`src/rtl/io_route_pkg.sv`:
```
package io_route_pkg;
   typedef enum logic [1:0] {
      ATTR_DND = 2'd0,
      ATTR_VGA = 2'd1,
      ATTR_CB  = 2'd2,
      ATTR_CFG = 2'd3
   } route_attr_e;
endpackage

```
`src/rtl/io_byte_window.sv`:
```
module io_byte_window #(
   parameter int ADDR_W   = 16,
   parameter int REDIR_W  = 16,
   parameter bit REDIR_EN = 1'b1
) (
   input  logic [ADDR_W-1:0]  byte_addr,
   input  logic [REDIR_W-1:0] redir_map,
   output logic               hit_vga,
   output logic               hit_alias,
   output logic               hit_redir
);
   logic [9:0] off10;
   assign off10 = byte_addr[9:0];

   // video ranges, top address bits ignored
   assign hit_vga = ((off10 >= 10'h3B0) && (off10 <= 10'h3BB)) ||
                    ((off10 >= 10'h3C0) && (off10 <= 10'h3DF));

   // alias: upper three quarters of each 1KB block
   assign hit_alias = |byte_addr[9:8];

   generate
      if (REDIR_EN) begin : g_redir
         assign hit_redir = redir_map[byte_addr[ADDR_W-1:12]];
      end else begin : g_no_redir
         assign hit_redir = 1'b0;
      end
   endgenerate
endmodule

```
`src/rtl/io_cfg_match.sv`:
```
module io_cfg_match #(
   parameter int ADDR_W = 16,
   parameter int SIZE_W = 2,
   parameter int BUS_W  = 8,
   parameter int DEV_W  = 5
) (
   input  logic [ADDR_W-1:0] start_addr,
   input  logic [SIZE_W-1:0] size,
   input  logic              cfg_space_en,
   input  logic [BUS_W-1:0]  cfg_bus,
   input  logic [DEV_W-1:0]  cfg_dev,
   input  logic [BUS_W-1:0]  node_bus,
   input  logic [DEV_W-1:0]  node_dev,
   output logic              is_cfg,
   output logic              is_local
);
   localparam logic [ADDR_W-1:0] PORT_SEL  = ADDR_W'(16'h0CF8);
   localparam logic [ADDR_W-1:0] PORT_DATA = ADDR_W'(16'h0CFC);
   localparam logic [SIZE_W-1:0] DWORD     = SIZE_W'(3);

   logic sel_hit, data_hit, id_match;

   assign sel_hit  = (start_addr == PORT_SEL) && (size == DWORD);
   assign data_hit = (start_addr == PORT_DATA) && cfg_space_en;
   assign id_match = (cfg_bus == node_bus) && (cfg_dev == node_dev);

   assign is_cfg   = sel_hit | data_hit;
   // the selector register itself lives in this node
   assign is_local = sel_hit | (data_hit & id_match);
endmodule

```
`src/rtl/io_route_decoder.sv`:
```
module io_route_decoder
   import io_route_pkg::*;
#(
   parameter int ADDR_W    = 16,
   parameter int MAX_BYTES = 4,
   parameter int BUS_W     = 8,
   parameter int DEV_W     = 5,
   parameter bit REDIR_EN  = 1'b1,
   localparam int SIZE_W   = $clog2(MAX_BYTES),
   localparam int REDIR_W  = 1 << (ADDR_W - 12)
) (
   input  logic               clk,
   input  logic               rst_n,
   input  logic               req_valid,
   output logic               req_ready,
   input  logic [ADDR_W-1:0]  req_addr,
   input  logic [SIZE_W-1:0]  req_size,
   input  logic               req_write,
   input  logic               vga_en,
   input  logic               alias_en,
   input  logic [REDIR_W-1:0] redir_map,
   input  logic               cfg_space_en,
   input  logic [BUS_W-1:0]   cfg_bus,
   input  logic [DEV_W-1:0]   cfg_dev,
   input  logic [BUS_W-1:0]   node_bus,
   input  logic [DEV_W-1:0]   node_dev,
   output logic               out_valid,
   input  logic               out_ready,
   output logic [1:0]         out_attr,
   output logic               out_internal,
   output logic               out_write
);
   generate
      if (ADDR_W < 12 || ADDR_W > 20) begin : g_bad_addr
         $error("ADDR_W must lie in 12..20");
      end
      if (MAX_BYTES < 4 || (MAX_BYTES & (MAX_BYTES - 1)) != 0) begin : g_bad_bytes
         $error("MAX_BYTES must be a power of two, at least 4");
      end
   endgenerate

   logic [MAX_BYTES-1:0] vga_ok, alias_ok, redir_ok;

   generate
      for (genvar i = 0; i < MAX_BYTES; i++) begin : g_lane
         localparam logic [SIZE_W:0] LANE = (SIZE_W+1)'(i);
         logic [ADDR_W-1:0] lane_addr;
         logic lane_on, h_vga, h_alias, h_redir;

         assign lane_addr = req_addr + ADDR_W'(i);
         assign lane_on   = LANE <= {1'b0, req_size};

         io_byte_window #(
            .ADDR_W(ADDR_W), .REDIR_W(REDIR_W), .REDIR_EN(REDIR_EN)
         ) u_win (
            .byte_addr(lane_addr), .redir_map(redir_map),
            .hit_vga(h_vga), .hit_alias(h_alias), .hit_redir(h_redir)
         );

         assign vga_ok[i]   = h_vga   | ~lane_on;
         assign alias_ok[i] = h_alias | ~lane_on;
         assign redir_ok[i] = h_redir | ~lane_on;
      end
   endgenerate

   logic cfg_hit, cfg_local;

   io_cfg_match #(
      .ADDR_W(ADDR_W), .SIZE_W(SIZE_W), .BUS_W(BUS_W), .DEV_W(DEV_W)
   ) u_cfg (
      .start_addr(req_addr), .size(req_size), .cfg_space_en(cfg_space_en),
      .cfg_bus(cfg_bus), .cfg_dev(cfg_dev),
      .node_bus(node_bus), .node_dev(node_dev),
      .is_cfg(cfg_hit), .is_local(cfg_local)
   );

   route_attr_e next_attr;
   logic        next_internal;

   always_comb begin
      next_internal = 1'b0;
      if (vga_en && (&vga_ok)) begin
         next_attr = ATTR_VGA;
      end else if (cfg_hit) begin
         next_attr     = ATTR_CFG;
         next_internal = cfg_local;
      end else if (alias_en && (&alias_ok)) begin
         next_attr = ATTR_CB;
      end else if (&redir_ok) begin
         next_attr = ATTR_CB;
      end else begin
         next_attr = ATTR_DND;
      end
   end

   assign req_ready = !out_valid || out_ready;

   always_ff @(posedge clk) begin
      if (!rst_n) begin
         out_valid    <= 1'b0;
         out_attr     <= ATTR_DND;
         out_internal <= 1'b0;
         out_write    <= 1'b0;
      end else if (req_valid && req_ready) begin
         out_valid    <= 1'b1;
         out_attr     <= next_attr;
         out_internal <= next_internal;
         out_write    <= req_write;
      end else if (out_ready) begin
         out_valid    <= 1'b0;
      end
   end
endmodule

```
`config.mk`:
```
export PLATFORM = sky130hd
export DESIGN_NAME = io_route_decoder
export DESIGN_NICKNAME = d
export VERILOG_FILES = /design/src/rtl/io_route_pkg.sv /design/src/rtl/io_byte_window.sv /design/src/rtl/io_cfg_match.sv /design/src/rtl/io_route_decoder.sv
export SDC_FILE = /design/constraint.sdc
export NUM_CORES = 1
export LEC_CHECK = 0
export BUFFER_PORTS_ARGS = -buffer_cell sky130_fd_sc_hd__buf_2
export CAP_MARGIN = 5
export CORE_MARGIN = 4
export CORE_UTILIZATION = 50
export CTS_CLUSTER_DIAMETER = 120
export DETAILED_ROUTE_END_ITERATION = 6
export HOLD_SLACK_MARGIN = 0.06
export PLACE_DENSITY_LB_ADDON = 0.12
export SLEW_MARGIN = 0
export SYNTH_ARGS = -nofsm -noshare
export SYNTH_HDL_FRONTEND = slang
export SYNTH_SLANG_ARGS = --single-unit
```
`constraint.sdc`:
```
create_clock -name clk -period 6.7 [get_ports clk]
set_input_delay 1.34 -clock clk [delete_from_list [all_inputs] [get_ports clk]]
set_output_delay 1.34 -clock clk [all_outputs]
set_load 0.03 [all_outputs]
```
==> impl_metrics.xml <==
<?xml version="1.0" encoding="UTF-8"?>
<metrics>
  <group name="flow_run">
    <metric name="max-cap-violations" unit="">0</metric>
  </group>
  <group name="global_route">
    <metric name="grt_first_pass_wirelength" unit="um">9363</metric>
    <metric name="grt_antenna_before_repair" unit="">0</metric>
    <metric name="overflow" unit="">0</metric>
    <metric name="grt_start_max_net_pins" unit="">21</metric>
    <metric name="grt_util_all_layers" unit="%">22.42</metric>
    <metric name="grt_pass1_vias" unit="">1943</metric>
  </group>
  <group name="yosys">
    <metric name="netlist_top_cells_area" unit="">sky130_fd_sc_hd__mux4_2, sky130_fd_sc_hd__mux2i_1, sky130_fd_sc_hd__xor2_1</metric>
    <metric name="yosys-top-cells-count" unit="">sky130_fd_sc_hd__nand2_1, sky130_fd_sc_hd__mux2i_1, sky130_fd_sc_hd__a21oi_1, sky130_fd_sc_hd__nor2_1, sky130_fd_sc_hd__xor2_1</metric>
    <metric name="synth-compound-area-share" unit="%">23.86</metric>
    <metric name="synth_top_area_share" unit="%">11.76</metric>
    <metric name="yosysUniqueCellTypes" unit="">61</metric>
    <metric name="ys_seq_area_share" unit="%">5.229</metric>
    <metric name="yosys_register_bits" unit="">5</metric>
    <metric name="synthesis.instances" unit="">247</metric>
    <metric name="synth_simple_gate_area_share" unit="%">27.25</metric>
    <metric name="largest_family_of_logic_cells_by_synthesized_area" unit="">simple AND/OR/NAND/NOR gates</metric>
    <metric name="synth.largest_area_cell" unit="">sky130_fd_sc_hd__mux4_2</metric>
    <metric name="syn_area_per_cell" unit="sq um">7.750</metric>
    <metric name="syn-cell-area" unit="sq mm">0.001914</metric>
    <metric name="synth_async_sr_flop_share" unit="%">0</metric>
    <metric name="synth_xor_xnor_area_share" unit="%">13.73</metric>
    <metric name="syn_nets" unit="">317</metric>
    <metric name="synth.mux.area_fraction" unit="%">22.03</metric>
    <metric name="edff_count_synth" unit="">0</metric>
    <metric name="synth_adder_area_share" unit="%">1.830</metric>
    <metric name="count_leader_synth" unit="">sky130_fd_sc_hd__nand2_1</metric>
    <metric name="synth_ff_type" unit="">sky130_fd_sc_hd__dfxtp_1</metric>
    <metric name="synth.yosys.warnings" unit="">0</metric>
  </group>
  <group name="final_layout">
    <metric name="antenna_cells_inserted" unit="">0</metric>
    <metric name="post_route_cells_drive_above_1_share" unit="%">32.14</metric>
    <metric name="fillCellCount" unit="">368</metric>
    <metric name="ff_latch_area" unit="sq um">100.1</metric>
    <metric name="flow.area_growth_from_synthesis" unit="%">20.65</metric>
    <metric name="area_occupied_by_multi_input_gates" unit="sq mm">0.001698</metric>
    <metric name="post_layout_nonfiller_instances" unit="">356</metric>
    <metric name="fin_nets" unit="">379</metric>
  </group>
  <group name="critical_path">
    <metric name="crit-reg2reg-launch" unit="">out_valid$_SDFFE_PN0P_</metric>
    <metric name="worstPathMaxFanout" unit="">18</metric>
    <metric name="cp_data_required_time" unit="ns">6.78</metric>
    <metric name="worstSetupEndpoint" unit="">out_attr[1]$_SDFFE_PN0P_</metric>
    <metric name="worst-setup-path-type" unit="">in -&gt; reg</metric>
    <metric name="worstSetupStartpoint" unit="">req_addr[2]</metric>
    <metric name="worstPathArrival" unit="ns">4.41</metric>
    <metric name="endpoint_kind" unit="">flip-flop</metric>
    <metric name="rr_endpoint" unit="">out_attr[1]$_SDFFE_PN0P_</metric>
    <metric name="cp-start-kind" unit="">primary input</metric>
    <metric name="timing.reg2reg.setup_slack" unit="ns">5.25</metric>
    <metric name="r2r.worst_path.cells" unit="">7</metric>
  </group>
  <group name="sta">
    <metric name="setup_ws" unit="ns">2.372</metric>
    <metric name="min_period_over_period" unit="%">64.59</metric>
    <metric name="clock-skew-final" unit="ns">0.003354</metric>
    <metric name="timing.final.crit_period" unit="ns">4.328</metric>
    <metric name="setup_tns_after_final_layout" unit="ns">0</metric>
    <metric name="hold_viol_final" unit="">0</metric>
    <metric name="fmax" unit="GHz">0.2311</metric>
    <metric name="rsz0062_at_grt" unit="">false</metric>
    <metric name="finalSetupViolCount" unit="">0</metric>
    <metric name="maxSlewViolCount" unit="">0</metric>
    <metric name="worst_slew_pin_slew" unit="ns">0.6943</metric>
    <metric name="max-slew-margin-rel" unit="%">53.38</metric>
  </group>
  <group name="power_and_ir_drop">
    <metric name="worst_ir_drop_vdd" unit="V">0.00006132</metric>
    <metric name="power.static_leakage" unit="nW">0.9860</metric>
    <metric name="power_density" unit="mW/mm^2">93.24</metric>
  </group>
  <group name="routing">
    <metric name="drt.antenna.violating_nets" unit="">0</metric>
    <metric name="initialDrtViolationCount" unit="">130</metric>
    <metric name="wirelength" unit="um">5600</metric>
    <metric name="dr_total_vias" unit="">2205</metric>
    <metric name="routed_wire_length_per_instance" unit="um">15.73</metric>
    <metric name="first_pass_iters" unit="">4</metric>
    <metric name="drc" unit="">0</metric>
    <metric name="route.detailed.vias_per_inst" unit="">6.194</metric>
  </group>
  <group name="clock_tree">
    <metric name="cts-htree-levels" unit="">1</metric>
    <metric name="numCtsBuffers" unit="">3</metric>
    <metric name="tritoncts" unit="">built</metric>
    <metric name="post_cts_resized" unit="">0</metric>
    <metric name="cts_max_path_buffers" unit="">2</metric>
    <metric name="clock-root-buffer" unit="">sky130_fd_sc_hd__clkbuf_8</metric>
    <metric name="post_cts.repair.setup_buffers" unit="">0</metric>
    <metric name="clock_sinks" unit="">5</metric>
    <metric name="cts.clk_slew.worst_paths" unit="ns">0.04</metric>
    <metric name="post_cts_hold_buffer_count" unit="">0</metric>
    <metric name="clock_insertion_delay_at_the_later_pin_of_the_skew_report" unit="ns">0.22</metric>
  </group>
  <group name="place">
    <metric name="place.gp.congestion" unit="">0.9299</metric>
    <metric name="post-dp-hpwl" unit="um">4553</metric>
    <metric name="placement.setup.worst_slack" unit="ns">2.168</metric>
    <metric name="port_buffers" unit="">73</metric>
    <metric name="dp_cell_count" unit="">352</metric>
  </group>
  <group name="die">
    <metric name="die_y_extent" unit="um">69.88</metric>
    <metric name="chipWidth" unit="um">69.88</metric>
    <metric name="core_area" unit="sq mm">0.003689</metric>
    <metric name="io_pins" unit="">74</metric>
    <metric name="area_of_the_die" unit="sq mm">0.004883</metric>
    <metric name="std_cell_rows" unit="">22</metric>
    <metric name="initial_utilization" unit="%">51.90</metric>
  </group>
  <group name="worst_hold_path">
    <metric name="depth_of_the_worst_hold_timing_path" unit="">2</metric>
    <metric name="hold_path_class" unit="">reg -&gt; reg</metric>
  </group>
  <group name="outcome">
    <metric name="run_status" unit="">complete, no violations</metric>
  </group>
</metrics>
[critical path, stage by stage]
cell	delay (ns)
sky130_fd_sc_hd__buf_2	0.26
sky130_fd_sc_hd__ha_1	0.46
sky130_fd_sc_hd__nand4_1	0.34
sky130_fd_sc_hd__nor3_1	0.32
sky130_fd_sc_hd__xor2_1	0.43
sky130_fd_sc_hd__mux4_2	0.55
sky130_fd_sc_hd__mux2_2	0.27
sky130_fd_sc_hd__o31ai_1	0.20
sky130_fd_sc_hd__a311o_1	0.17
sky130_fd_sc_hd__a221oi_2	0.06
[worst min-delay path by stage]
stage                             end              startpoint
2_1_floorplan  out_write$_SDFFE_PN0P_  out_write$_SDFFE_PN0P_
3_3_place_gp   out_write$_SDFFE_PN0P_  out_write$_SDFFE_PN0P_
3_5_place_dp   out_write$_SDFFE_PN0P_  out_write$_SDFFE_PN0P_
4_1_cts        out_write$_SDFFE_PN0P_  out_write$_SDFFE_PN0P_
5_1_grt        out_write$_SDFFE_PN0P_  out_write$_SDFFE_PN0P_
6_report       out_write$_SDFFE_PN0P_  out_write$_SDFFE_PN0P_
[sequential cells by signal, summed over array words and instances, names as in the netlist]
signal        flops
out_internal      1
out_write         1
out_valid         1
out_attr          2
[placed cells by master (no fill, tap or decap), types with 11 or more instances in the layout]
cell type	synthesis	routed
sky130_fd_sc_hd__a21oi_1	13	13
sky130_fd_sc_hd__buf_2	6	73
sky130_fd_sc_hd__inv_1	11	11
sky130_fd_sc_hd__mux2i_1	14	14
sky130_fd_sc_hd__nand2_1	21	21
sky130_fd_sc_hd__nor2_1	13	13
sky130_fd_sc_hd__o21ai_0	12	12
sky130_fd_sc_hd__xnor2_1	12	12
sky130_fd_sc_hd__xor2_1	13	13
[cell families (layout without fill, tap and decap cells)]
family,after synthesis,after routing
buffers and inverters,27,88
and+or+nand+nor,91,91
adders and majority gates,3,3
AOI/OAI and AO/OA,65,65
muxes,29,29
xor gates and xnor gates,27,27
DFF,5,5
[report_power, final]
group	internal (mW)	switching (mW)
combinational	0.0571	0.0697
sequential	0.0315	0.000828
clock	0.0409	0.0153
[cell type report]
class | count | area share [%]
multi-input cells | 215 | 73.51
clock buffers | 4 | 1.950
well taps | 48 | 2.600
flip-flops and latches | 5 | 4.334
repair buffers | 73 | 15.82
inverters | 11 | 1.788
[through the flow]
step / total power [mW] / hold WS [ns] / instance area, sq um / util (%)
2_1_floorplan: 0.1158 / 0.5877 / 1914 / -
3_3_place_gp: 0.1568 / 0.4482 / 2265 / 61.40
3_5_place_dp: 0.1580 / 0.4546 / 2265 / 61.40
4_1_cts: 0.2144 / 0.4593 / 2310 / 62.62
5_1_grt: 0.2318 / 0.4802 / 2310 / 62.62
6_report: 0.2154 / 0.4603 / 2310 / 62.62
[metal layers]
metal  part of all wire, %  vias up  GRT usage (%)  wire length (um)
li1                      -     1088              -                 -
met1                    44     1008          34.39              2476
met2                    44      105          33.79              2484
met3                    11        4          3.453               614
met4                  0.43        0          2.766                24
met5                     0        -              0                 0
Note: power is estimated with default switching activity, not from simulation.
